File: src/rtl/gfx_stat_pkg.sv
`timescale 1ns/1ps
package gfx_stat_pkg;
  typedef enum logic [1:0] {
    DEPTH_8   = 2'd0,
    DEPTH_16  = 2'd1,
    DEPTH_32  = 2'd2,
    DEPTH_RSV = 2'd3
  } depth_e;

  localparam int unsigned ST_BLIT   = 0;
  localparam int unsigned ST_LINE   = 1;
  localparam int unsigned ST_FULL   = 2;
  localparam int unsigned ST_NEMPTY = 3;
  localparam int unsigned ST_BUSY   = 8;
  localparam int unsigned ST_DONE   = 9;
  localparam int unsigned ST_IRQ    = 10;
endpackage

File: src/rtl/gfx_color_reg.sv
`timescale 1ns/1ps
module gfx_color_reg
  import gfx_stat_pkg::*;
#(
  parameter int unsigned DATA_W = 32
) (
  input  logic              clk_i,
  input  logic              rst_ni,
  input  logic              wr_en_i,
  input  logic [DATA_W-1:0] wdata_i,
  input  depth_e            depth_i,
  output logic [DATA_W-1:0] rd_o
);
  localparam int unsigned N_BYTES = DATA_W / 8;
  localparam int unsigned N_HALF  = DATA_W / 16;

  logic [DATA_W-1:0] color_q;

  always_ff @(posedge clk_i or negedge rst_ni) begin
    if (!rst_ni)      color_q <= '0;
    else if (wr_en_i) color_q <= wdata_i;
  end

  // replication only on the read path; storage is always full width
  always_comb begin
    rd_o = color_q;
    unique case (depth_i)
      DEPTH_8:  for (int i = 0; i < N_BYTES; i++) rd_o[i*8 +: 8]  = color_q[7:0];
      DEPTH_16: for (int i = 0; i < N_HALF; i++)  rd_o[i*16 +: 16] = color_q[15:0];
      default:  rd_o = color_q;
    endcase
  end

  p_hold_r11: assert property (@(posedge clk_i) disable iff (!rst_ni)
    !wr_en_i |=> $stable(color_q));
  p_load_r11: assert property (@(posedge clk_i) disable iff (!rst_ni)
    wr_en_i |=> color_q == $past(wdata_i));
endmodule

File: src/rtl/gfx_busy_track.sv
`timescale 1ns/1ps
module gfx_busy_track (
  input  logic clk_i,
  input  logic rst_ni,
  input  logic fine_i,
  input  logic reg_acc_i,
  input  logic fifo_nempty_i,
  input  logic blit_i,
  input  logic line_i,
  input  logic wr_pend_i,
  input  logic op_start_i,
  input  logic op_done_i,
  output logic busy_o
);
  logic op_flag_q;
  logic release_c;
  logic fine_busy_c;

  assign release_c   = op_done_i && !wr_pend_i && !fifo_nempty_i;
  assign fine_busy_c = reg_acc_i | fifo_nempty_i | blit_i | line_i | wr_pend_i;

  // start has priority over release
  always_ff @(posedge clk_i or negedge rst_ni) begin
    if (!rst_ni)         op_flag_q <= 1'b0;
    else if (op_start_i) op_flag_q <= 1'b1;
    else if (release_c)  op_flag_q <= 1'b0;
  end

  assign busy_o = fine_i ? fine_busy_c : op_flag_q;

  p_set_r4: assert property (@(posedge clk_i) disable iff (!rst_ni)
    op_start_i |=> op_flag_q);
  p_hold_r4: assert property (@(posedge clk_i) disable iff (!rst_ni)
    (op_flag_q && !(op_done_i && !wr_pend_i && !fifo_nempty_i)) |=> op_flag_q);
  p_clear_r4: assert property (@(posedge clk_i) disable iff (!rst_ni)
    (!op_start_i && op_done_i && !wr_pend_i && !fifo_nempty_i) |=> !op_flag_q);
  p_fine_r3: assert property (@(posedge clk_i) disable iff (!rst_ni)
    (fine_i && (blit_i || line_i || wr_pend_i)) |-> busy_o);
endmodule

File: src/rtl/gfx_stat_regs.sv
`timescale 1ns/1ps
module gfx_stat_regs
  import gfx_stat_pkg::*;
#(
  parameter int unsigned DATA_W     = 32,
  parameter int unsigned ADDR_W     = 2,
  parameter int unsigned COLOR_OFS  = 0,
  parameter int unsigned STATUS_OFS = 1
) (
  input  logic              clk_i,
  input  logic              rst_ni,
  input  logic              req_i,
  input  logic              we_i,
  input  logic [ADDR_W-1:0] addr_i,
  input  logic [DATA_W-1:0] wdata_i,
  output logic              ack_o,
  output logic              rvalid_o,
  output logic [DATA_W-1:0] rdata_o,
  input  logic [1:0]        depth_i,
  input  logic              fine_busy_i,
  input  logic              reg_acc_i,
  input  logic              fifo_full_i,
  input  logic              fifo_nempty_i,
  input  logic              blit_act_i,
  input  logic              line_act_i,
  input  logic              wr_pend_i,
  input  logic              op_start_i,
  input  logic              op_done_i,
  input  logic              irq_i
);
  localparam logic [ADDR_W-1:0] COLOR_A  = ADDR_W'(COLOR_OFS);
  localparam logic [ADDR_W-1:0] STATUS_A = ADDR_W'(STATUS_OFS);

  logic              sel_color, sel_status, rd_req;
  logic              busy;
  logic [DATA_W-1:0] color_rd, status_word, rd_mux;
  logic              ack_q, rvalid_q, stat_rd_q;
  logic [DATA_W-1:0] rdata_q;

  assign sel_color  = addr_i == COLOR_A;
  assign sel_status = addr_i == STATUS_A;
  assign rd_req     = req_i && !we_i;

  gfx_color_reg #(.DATA_W(DATA_W)) i_color (
    .clk_i   (clk_i),
    .rst_ni  (rst_ni),
    .wr_en_i (req_i && we_i && sel_color),
    .wdata_i (wdata_i),
    .depth_i (depth_e'(depth_i)),
    .rd_o    (color_rd)
  );

  gfx_busy_track i_busy (
    .clk_i         (clk_i),
    .rst_ni        (rst_ni),
    .fine_i        (fine_busy_i),
    .reg_acc_i     (reg_acc_i),
    .fifo_nempty_i (fifo_nempty_i),
    .blit_i        (blit_act_i),
    .line_i        (line_act_i),
    .wr_pend_i     (wr_pend_i),
    .op_start_i    (op_start_i),
    .op_done_i     (op_done_i),
    .busy_o        (busy)
  );

  always_comb begin
    status_word            = '0;
    status_word[ST_BLIT]   = blit_act_i;
    status_word[ST_LINE]   = line_act_i;
    status_word[ST_FULL]   = fifo_full_i;
    status_word[ST_NEMPTY] = fifo_nempty_i;
    status_word[ST_BUSY]   = busy;
    status_word[ST_DONE]   = !busy;
    status_word[ST_IRQ]    = irq_i;
  end

  always_comb begin
    if (sel_color)       rd_mux = color_rd;
    else if (sel_status) rd_mux = status_word;
    else                 rd_mux = '0;
  end

  always_ff @(posedge clk_i or negedge rst_ni) begin
    if (!rst_ni) begin
      ack_q     <= 1'b0;
      rvalid_q  <= 1'b0;
      stat_rd_q <= 1'b0;
      rdata_q   <= '0;
    end else begin
      ack_q     <= req_i;
      rvalid_q  <= rd_req;
      stat_rd_q <= rd_req && sel_status;
      if (rd_req) rdata_q <= rd_mux;
    end
  end

  assign ack_o    = ack_q;
  assign rvalid_o = rvalid_q;
  assign rdata_o  = rdata_q;

  p_ack_r6: assert property (@(posedge clk_i) disable iff (!rst_ni)
    req_i |=> ack_o);
  p_no_ack_r6: assert property (@(posedge clk_i) disable iff (!rst_ni)
    !req_i |=> !ack_o);
  p_rvalid_r7: assert property (@(posedge clk_i) disable iff (!rst_ni)
    rd_req |=> rvalid_o);
  p_no_rvalid_r7: assert property (@(posedge clk_i) disable iff (!rst_ni)
    !rd_req |=> !rvalid_o);
  p_done_inv_r2: assert property (@(posedge clk_i) disable iff (!rst_ni)
    (rvalid_o && stat_rd_q) |-> (rdata_o[ST_DONE] != rdata_o[ST_BUSY]));
  p_irq_r12: assert property (@(posedge clk_i) disable iff (!rst_ni)
    (rd_req && sel_status) |=> rdata_o[ST_IRQ] == $past(irq_i));
  p_unmapped_r13: assert property (@(posedge clk_i) disable iff (!rst_ni)
    (rd_req && !sel_color && !sel_status) |=> rdata_o == '0);
endmodule

File: config.mk
export PLATFORM = sky130hd
export DESIGN_NAME = gfx_stat_regs
export DESIGN_NICKNAME = d
export VERILOG_FILES = /design/src/rtl/gfx_stat_pkg.sv /design/src/rtl/gfx_color_reg.sv /design/src/rtl/gfx_busy_track.sv /design/src/rtl/gfx_stat_regs.sv
export SDC_FILE = /design/constraint.sdc
export NUM_CORES = 1
export LEC_CHECK = 0
export ABC_AREA = 1
export CAP_MARGIN = 15
export CORE_ASPECT_RATIO = 0.9
export CORE_MARGIN = 8
export CORE_UTILIZATION = 57
export DETAILED_ROUTE_END_ITERATION = 10
export DONT_BUFFER_PORTS = 1
export PLACE_DENSITY = 0.81
export REMOVE_ABC_BUFFERS = 1
export SYNTH_ARGS = -nofsm -noshare
export SYNTH_HDL_FRONTEND = slang
export SYNTH_HIERARCHICAL = 1
export SYNTH_SLANG_ARGS = --single-unit
File: constraint.sdc
create_clock -name clk_i -period 0.8 [get_ports clk_i]
set_input_delay 0.16 -clock clk_i [delete_from_list [all_inputs] [get_ports clk_i]]
set_output_delay 0.16 -clock clk_i [all_outputs]
set_load 0.02 [all_outputs]
Word-level counts from Yosys, hierarchy flattened
Index checks and enable logic that the tools add are counted.
{"block": "classes", "n_eq_ne": 2, "muxes": 6, "n_bitwise": 4, "reduce_logical": 12}
{"op": "$pmux 32 s2", "count": 1}
{"op": "$mux 32", "count": 1}
{"op": "$mux 11", "count": 1}
{"op": "$logic_and 1x1->1", "count": 5}
{"op": "$eq 2x1->1 const B", "count": 2}
{"op": "$logic_not 1->1", "count": 4}
{"op": "$logic_not 2->1", "count": 2}
{"op": "$or 1x1->1", "count": 4}
{"op": "$mux 1", "count": 3}
{"op": "$reduce_bool 2->1", "count": 1}
{"block": "word_totals", "reg_bits": 67, "output_inout_bits": 34, "elab_cells": 29}

Depth between registers and ports, before layout
Gate-level depths: netlist (run 1).
{"block": "logic_depth", "depth_word": 8, "depth_mapped": 8}

Hierarchy
Netlist (run 1), hierarchy kept.
{"module": "gfx_color_reg", "n_inst": 1, "cells_per_inst": 206, "area_per_inst_um2": 1646.6}
{"module": "gfx_stat_regs", "n_inst": 1, "cells_per_inst": 167, "area_per_inst_um2": 1418.9}
{"module": "gfx_busy_track", "n_inst": 1, "cells_per_inst": 13, "area_per_inst_um2": 75.1}

Worst setup path after synthesis (run 1)
OpenSTA, ideal clock, no wires.
{"block": "synth_timing", "path_type": "input-to-reg", "start": "input addr_i[0]", "end": "register i_color.color_q[0]", "t_arrival_ns": 1.010, "required_ns": 0.673, "setup_slack_ns": -0.337, "stages": 7, "path_buffers": 3, "cell_sequence": "buf_6 -> nor2_8 -> inv_2 -> nor3_1 -> buf_2 -> clkbuf_2 -> o21ai_0"}
{"block": "synth_between", "elab_chain_len": 2}
{"item": "start, declared", "line_no": "gfx_stat_regs.sv:14", "text": "input logic [ADDR_W-1:0] addr_i,"}
{"item": "$logic_not 2->1", "line_no": "gfx_stat_regs.sv:40", "text": "assign sel_color = addr_i == COLOR_A;"}
{"item": "$logic_and 1x1->1", "line_no": "gfx_stat_regs.sv:47", "text": ".wr_en_i (req_i && we_i && sel_color),"}
{"item": "end signal, assigned", "line_no": "gfx_color_reg.sv:21", "text": "else if (wr_en_i) color_q <= wdata_i;"}
{"item": "end, declared", "line_no": "gfx_color_reg.sv:17", "text": "logic [DATA_W-1:0] color_q;"}
No other way between the ends.
A chain may end at the register's enable or synchronous reset.

Worst setup path after layout (run 1)
{"block": "layout_timing", "start": "register rdata_q[13], in the netlist rdata_o[13]", "end": "output rdata_o[13]"}
{"item": "start, declared", "line_no": "gfx_stat_regs.sv:38", "text": "logic [DATA_W-1:0] rdata_q;"}
{"item": "start signal, assigned", "line_no": "gfx_stat_regs.sv:94", "text": "if (rd_req) rdata_q <= rd_mux;"}
{"item": "end, declared", "line_no": "gfx_stat_regs.sv:18", "text": "output logic [DATA_W-1:0] rdata_o,"}
No word-level cell between the ends.

==> results of run 1 <==
[cells in the final DEF (no fill, tap or decap), drive strengths merged]
cell type / count
buf: 71
bufinv: 1
clkbuf: 16
dfrtp: 67
diode: 1
dlygate4sd3: 37
inv: 41
nand2: 168
nand3: 25
nor2: 10
nor3: 1
o21ai: 48
[per-stage QoR]
step,worst slack [ns],std cells,utilization [%]
final,-0.304,553,90.1
after global routing,-0.324,553,90.1
after CTS,-0.297,536,84.5
after detailed placement,-0.252,473,71.2
after global placement,-0.185,473,71.2
after floorplan,-2.85,360,-
[cell type report]
class                   count  area, sq um
clock inverters             1         30.0
well taps                  67         83.8
clock buffers              15          176
multi-input cells         252         1280
flip-flops and latches     67         1680
diodes                      1         2.50
inverters                  41          156
fillers                   201          522
repair buffers            109         1350
[report_power, final]
group	internal (mW)	switching (mW)	total (mW)
Combinational	1.41	1.27	2.68
Clock	1.70	1.29	2.99
Sequential	3.91	0.531	4.44
[kinds of logic (layout without fill, tap and decap cells)]
logic type | count (synthesis) | after routing | synth area share, %
other | 0 | 1 | 0
DFF | 67 | 67 | 53.4
and+or+nand+nor | 204 | 204 | 27.9
AOI/OAI and AO/OA | 48 | 48 | 7.89
buffers and inverters | 67 | 166 | 10.8
[routing by layer]
| layer | part of all wire [%] | GRT usage (%) |
|---|---|---|
| met1 | 36 | 26.0 |
| met2 | 49 | 37.4 |
| met3 | 9.1 | 4.66 |
| met4 | 6.0 | 14.1 |
| met5 | 0 | 0 |
[state kept, by name (all words and copies together), names as in the netlist]
register / flops
i_color/color_q: 32
rvalid_o: 1
rdata_o: 32
i_busy/op_flag_q: 1
ack_o: 1
[worst paths after layout]
kind | from | to | slack (ns) | cells past startpoint
worst max register to register | i_color/color_q[2] | rdata_o[10] | -0.24 | 6
worst min-delay path | rst_ni | rdata_o[9] | -0.50 | 0
worst max-delay path | rdata_o[13] | rdata_o[13] | -0.30 | 1
worst min register to register | i_busy/op_flag_q | i_busy/op_flag_q | 0.53 | 2
min in group clk_i | depth_i[1] | rdata_o[18] | 0.01 | 3
max in group asynchronous | rst_ni | rvalid_o | 1.18 | 0
[worst reg2reg max path: cells and delay by family, from the launching register on]
kind | cells | cell delay [ns]
AOI/OAI and AO/OA | 1 | 0.06
and+or+nand+nor | 5 | 0.42
DFF | 1 | 0.45
[timing repair]
item,CTS,global route
buffers inserted,10,21
setup endpoints to repair,50,66
hold buffers,37,1
endpoints found under the hold margin,103,69
cloned,0,1
gates resized for setup,23,62
pin swaps,17,37
==> flow_metrics.tcl, run 1 <==
set metrics [dict create \
    fin_skew_ns 0.00560 \
    final_nets 530 \
    max-vdd-ir-drop_mv 1.82 \
    setup_viol_count_final 68 \
    yosysMostFrequentCell "nand2_1" \
    finalMaxSlewViolations 0 \
    slowest_stage "dfrtp_1" \
    num_vias 3307 \
    p_per_area_mw_per_mm2 2120 \
    synthArstFlopShare_pct 100 \
    setup_ws_ns -0.304 \
    hold_violations 67 \
    synth_area_leaders "dfrtp_1 (53%), nand2_1 (19%), o21ai_0 (6.4%)" \
    numPortBuffers 0 \
    start_util_pct 59.4 \
    overflow 0 \
    wl_per_cell_microns 21.1 \
    placed_area_sq_mm 0.00376 \
    grt_pass1_wl_mm 14.4 \
    critPathKind "flip-flop to output pin" \
    critPathBufInv 1 \
    hpwl_mm 5.33 \
    fin_area_sq_mm 0.00476 \
    slew-limit-headroom_pct 66.0 \
    hold_path.class "input pin to async pin" \
    setup.worst_path.end_class "output pin" \
    grt_max_degree 68 \
    totalPowerFinal_mw 10.1 \
    layout-drive-gt1-share_pct 32.0 \
    status "finished, violations left" \
    setup_tns_ns -11.29 \
    cts_num_sinks 67 \
    root_buffer "clkbuf_8" \
    netlist_instances 386 \
    routed_wirelength_mm 11.6 \
    synth_edf_count 0 \
    drc 0 \
    cts-buffers-inserted 9 \
    syn_to_final_growth_pct 51.7 \
    clockBufferDepth 2 \
    cp_data_required_time_ns 0.64 \
    timing.max_cap.violations 0 \
    grt_util_all_layers_pct 22.6 \
    cts_tree "yes" \
    ios 84 \
    fin_crit_ns 1.10 \
    cp_top_family "flip-flops" \
    avgSynthCellArea_sq_um 8.14 \
    period_share_pct 138 \
    dieWidth_microns 94.2 \
    violations "negative hold slack, negative setup slack" \
    hold_ws_ns -0.502 \
    rows 25 \
    clk_latency_ns 0.35 \
    drt_iter0_drc 427 \
    clkSlewWorstSetupHoldPaths_ns 0.07 \
    gp_congestion 0.813 \
    synthDistinctLibCells 22 \
    htree_levels 3 \
    vias_per_cell 5.98 \
    antenna_found_initial 1 \
    die-area_sq_mm 0.00814 \
    max_freq_mhz 906 \
    synthTopCellsByCount "nand2_1 (163), dfrtp_1 (67), inv_1 (40), o21ai_0 (40), nand3_1 (23)" \
    die_h_microns 86.4 \
    synth_warnings 6 \
    ant_nets 0 \
    max_stage_delay_ns 0.43 \
    synth_top_area_share_pct 53.4 \
    yosysSeqAreaShare_pct 53.4 \
    startpoint_type "flip-flop" \
    tightest_slew_ns 0.509 \
    fp.coreArea_sq_mm 0.00529 \
    cellLeakagePower_nw 2.39 \
    path_cells "buf_12" \
    grt_pass1_vias 2902 \
    rsz0062_at_grt "yes" \
    drt_pre_antenna_iters 5 \
    synth_seq_cells 67 \
    worstPathMaxFanout 2 \
    crit_arrival_ns 0.94 \
    synth_area_sq_mm 0.00314 \
    synthFlopType "dfrtp_1" \
    synth_top_area_cell "dfrtp_1" \
]
Power figures use the tool's default switching activity.
==> inputs of run 2 (changes only) <==
Settings changed: CORE_MARGIN 8 to default, SKIP_CTS_REPAIR_TIMING from default to 1.
==> run 2 against run 1 <==
- the flow still finishes with violations (negative hold slack, negative setup slack)
- routed wire length fell by 31%
- die area down 29%
- sequential share of layout area is 2.9 points higher
- clock power decreased by 8.0%
- fmax up 2.8%
- via count down 13%
- hold slack gained 0.022 ns
- cell count decreased by 2.5%
- critical path depth stayed put
- flip-flop and latch count is the same
- critical endpoint is now rdata_o[19]
==> flow_metrics.tcl, run 2 (synthesis gave the netlist of run 1 again) <==
set metrics [dict create \
    rows 25 \
    clkSlewWorstSetupHoldPaths_ns 0.07 \
    reg2reg_depth 6 \
    crit_arrival_ns 0.91 \
    grt_pass1_vias 2391 \
    rr_startpoint "i_color/color_q[2]" \
    diodes 0 \
    timing.max_cap.violations 0 \
    max-vdd-ir-drop_mv 1.39 \
    die-area_sq_mm 0.00581 \
    tightest_slew_ns 0.337 \
    clockBufferDepth 2 \
    p_per_area_mw_per_mm2 2100 \
    critPathBufInv 1 \
    grt_max_degree 68 \
    drc 0 \
    cts-buffers-inserted 9 \
    layout.cells.most_common "nand2_1" \
    fp.coreArea_sq_mm 0.00529 \
    overflow 0 \
    fin_crit_ns 1.07 \
    layout-drive-gt1-share_pct 24.2 \
    antenna_found_initial 0 \
    root_buffer "clkbuf_8" \
    fin_area_sq_mm 0.00440 \
    hold_violations 69 \
    rsz0062_at_grt "yes" \
    max_freq_mhz 932 \
    cp_data_required_time_ns 0.64 \
    numPortBuffers 0 \
    dieWidth_microns 80.2 \
    placed_area_sq_mm 0.00360 \
    final_core_util_pct 83.2 \
    hold_path.class "input pin to async pin" \
    num_vias 2863 \
    hold_ws_ns -0.479 \
    drt_iter0_drc 317 \
    drt_pre_antenna_iters 5 \
    grt_util_all_layers_pct 24.9 \
    r2r_setup_slack_ns -0.16 \
    slew-limit-headroom_pct 77.5 \
    syn_to_final_growth_pct 40.1 \
    clk_latency_ns 0.33 \
    wl_per_cell_microns 15.0 \
    worstPathMaxFanout 2 \
    startpoint_type "flip-flop" \
    die_h_microns 72.4 \
    hpwl_mm 4.56 \
    cts_num_sinks 67 \
    grt_pass1_wl_mm 10.8 \
    max_stage_delay_ns 0.43 \
    htree_levels 3 \
    cp_top_family "flip-flops" \
    status "finished, violations left" \
    ios 84 \
    timing.rr.end "rdata_o[10]" \
    cts_tree "yes" \
    critPathKind "flip-flop to output pin" \
    routed_wirelength_mm 8.08 \
    setup_viol_count_final 51 \
    period_share_pct 134 \
    final_nets 517 \
    setup_ws_ns -0.273 \
    ant_nets 0 \
    gp_congestion 0.787 \
    path_cells "buf_12" \
    setup.worst_path.end_class "output pin" \
    final_cell_mix "nand2_1 (160), dfrtp_1 (63), dlygate4sd3_1 (35)" \
    cellLeakagePower_nw 2.23 \
    start_util_pct 59.4 \
    vias_per_cell 5.31 \
    slowest_stage "dfrtp_1" \
    finalMaxSlewViolations 0 \
    violations "negative hold slack, negative setup slack" \
    fin_skew_ns 0.00485 \
]
==> run 2: area by class of cell <==
| class | count | area (sq um) |
|---|---|---|
| Fill cell | 273 | 887 |
| Sequential cell | 67 | 1680 |
| Clock buffer | 12 | 145 |
| Multi-Input combinational cell | 252 | 1170 |
| Timing Repair Buffer | 96 | 1110 |
| Inverter | 41 | 154 |
| Tap cell | 67 | 83.8 |
| Clock inverter | 4 | 50.0 |
==> run 2: worst max path at each step <==
stage                startpoint                   to  slack [ns]  cells after the start
floorplan             addr_i[0]   i_color/color_q[0]       -2.85                      4
global placement      addr_i[0]   i_color/color_q[6]       -0.19                      5
detailed placement    addr_i[0]  i_color/color_q[28]       -0.25                      5
CTS                 rdata_o[19]          rdata_o[19]       -0.29                      1
global route        rdata_o[19]          rdata_o[19]       -0.31                      1
finish              rdata_o[19]          rdata_o[19]       -0.27                      1
==> run 2: power breakdown <==
part / leakage, nW / total (mW) / internal, mW / switching (mW)
logic: 1.30 / 2.12 / 1.13 / 0.991
clock network: 0.0926 / 2.75 / 1.52 / 1.23
registers: 0.842 / 4.35 / 3.91 / 0.443
total: 2.23 / 9.22 / 6.56 / 2.66
==> run 2: layer usage <==
| metal | GRT usage, % | vias up | wire length [microns] |
|---|---|---|---|
| li1 | - | 1341 | - |
| met1 | 33.3 | 1348 | 3310 |
| met2 | 38.6 | 152 | 4030 |
| met3 | 5.91 | 22 | 541 |
| met4 | 11.9 | 0 | 194 |
| met5 | 0 | - | 0 |
==> run 2: through the flow <==
stage | power, mW | hold slack, ns | TNS, ns | setup WS, ns | instances
after floorplan | 5.14 | -0.136 | -107.15 | -2.85 | 360
after global placement | 5.87 | -0.134 | -8.31 | -0.188 | 470
after detailed placement | 5.97 | -0.135 | -9.72 | -0.254 | 470
after CTS | 8.70 | -0.494 | -8.92 | -0.288 | 486
after global routing | 9.61 | -0.504 | -10.44 | -0.309 | 539
final | 9.22 | -0.479 | -8.52 | -0.273 | 539
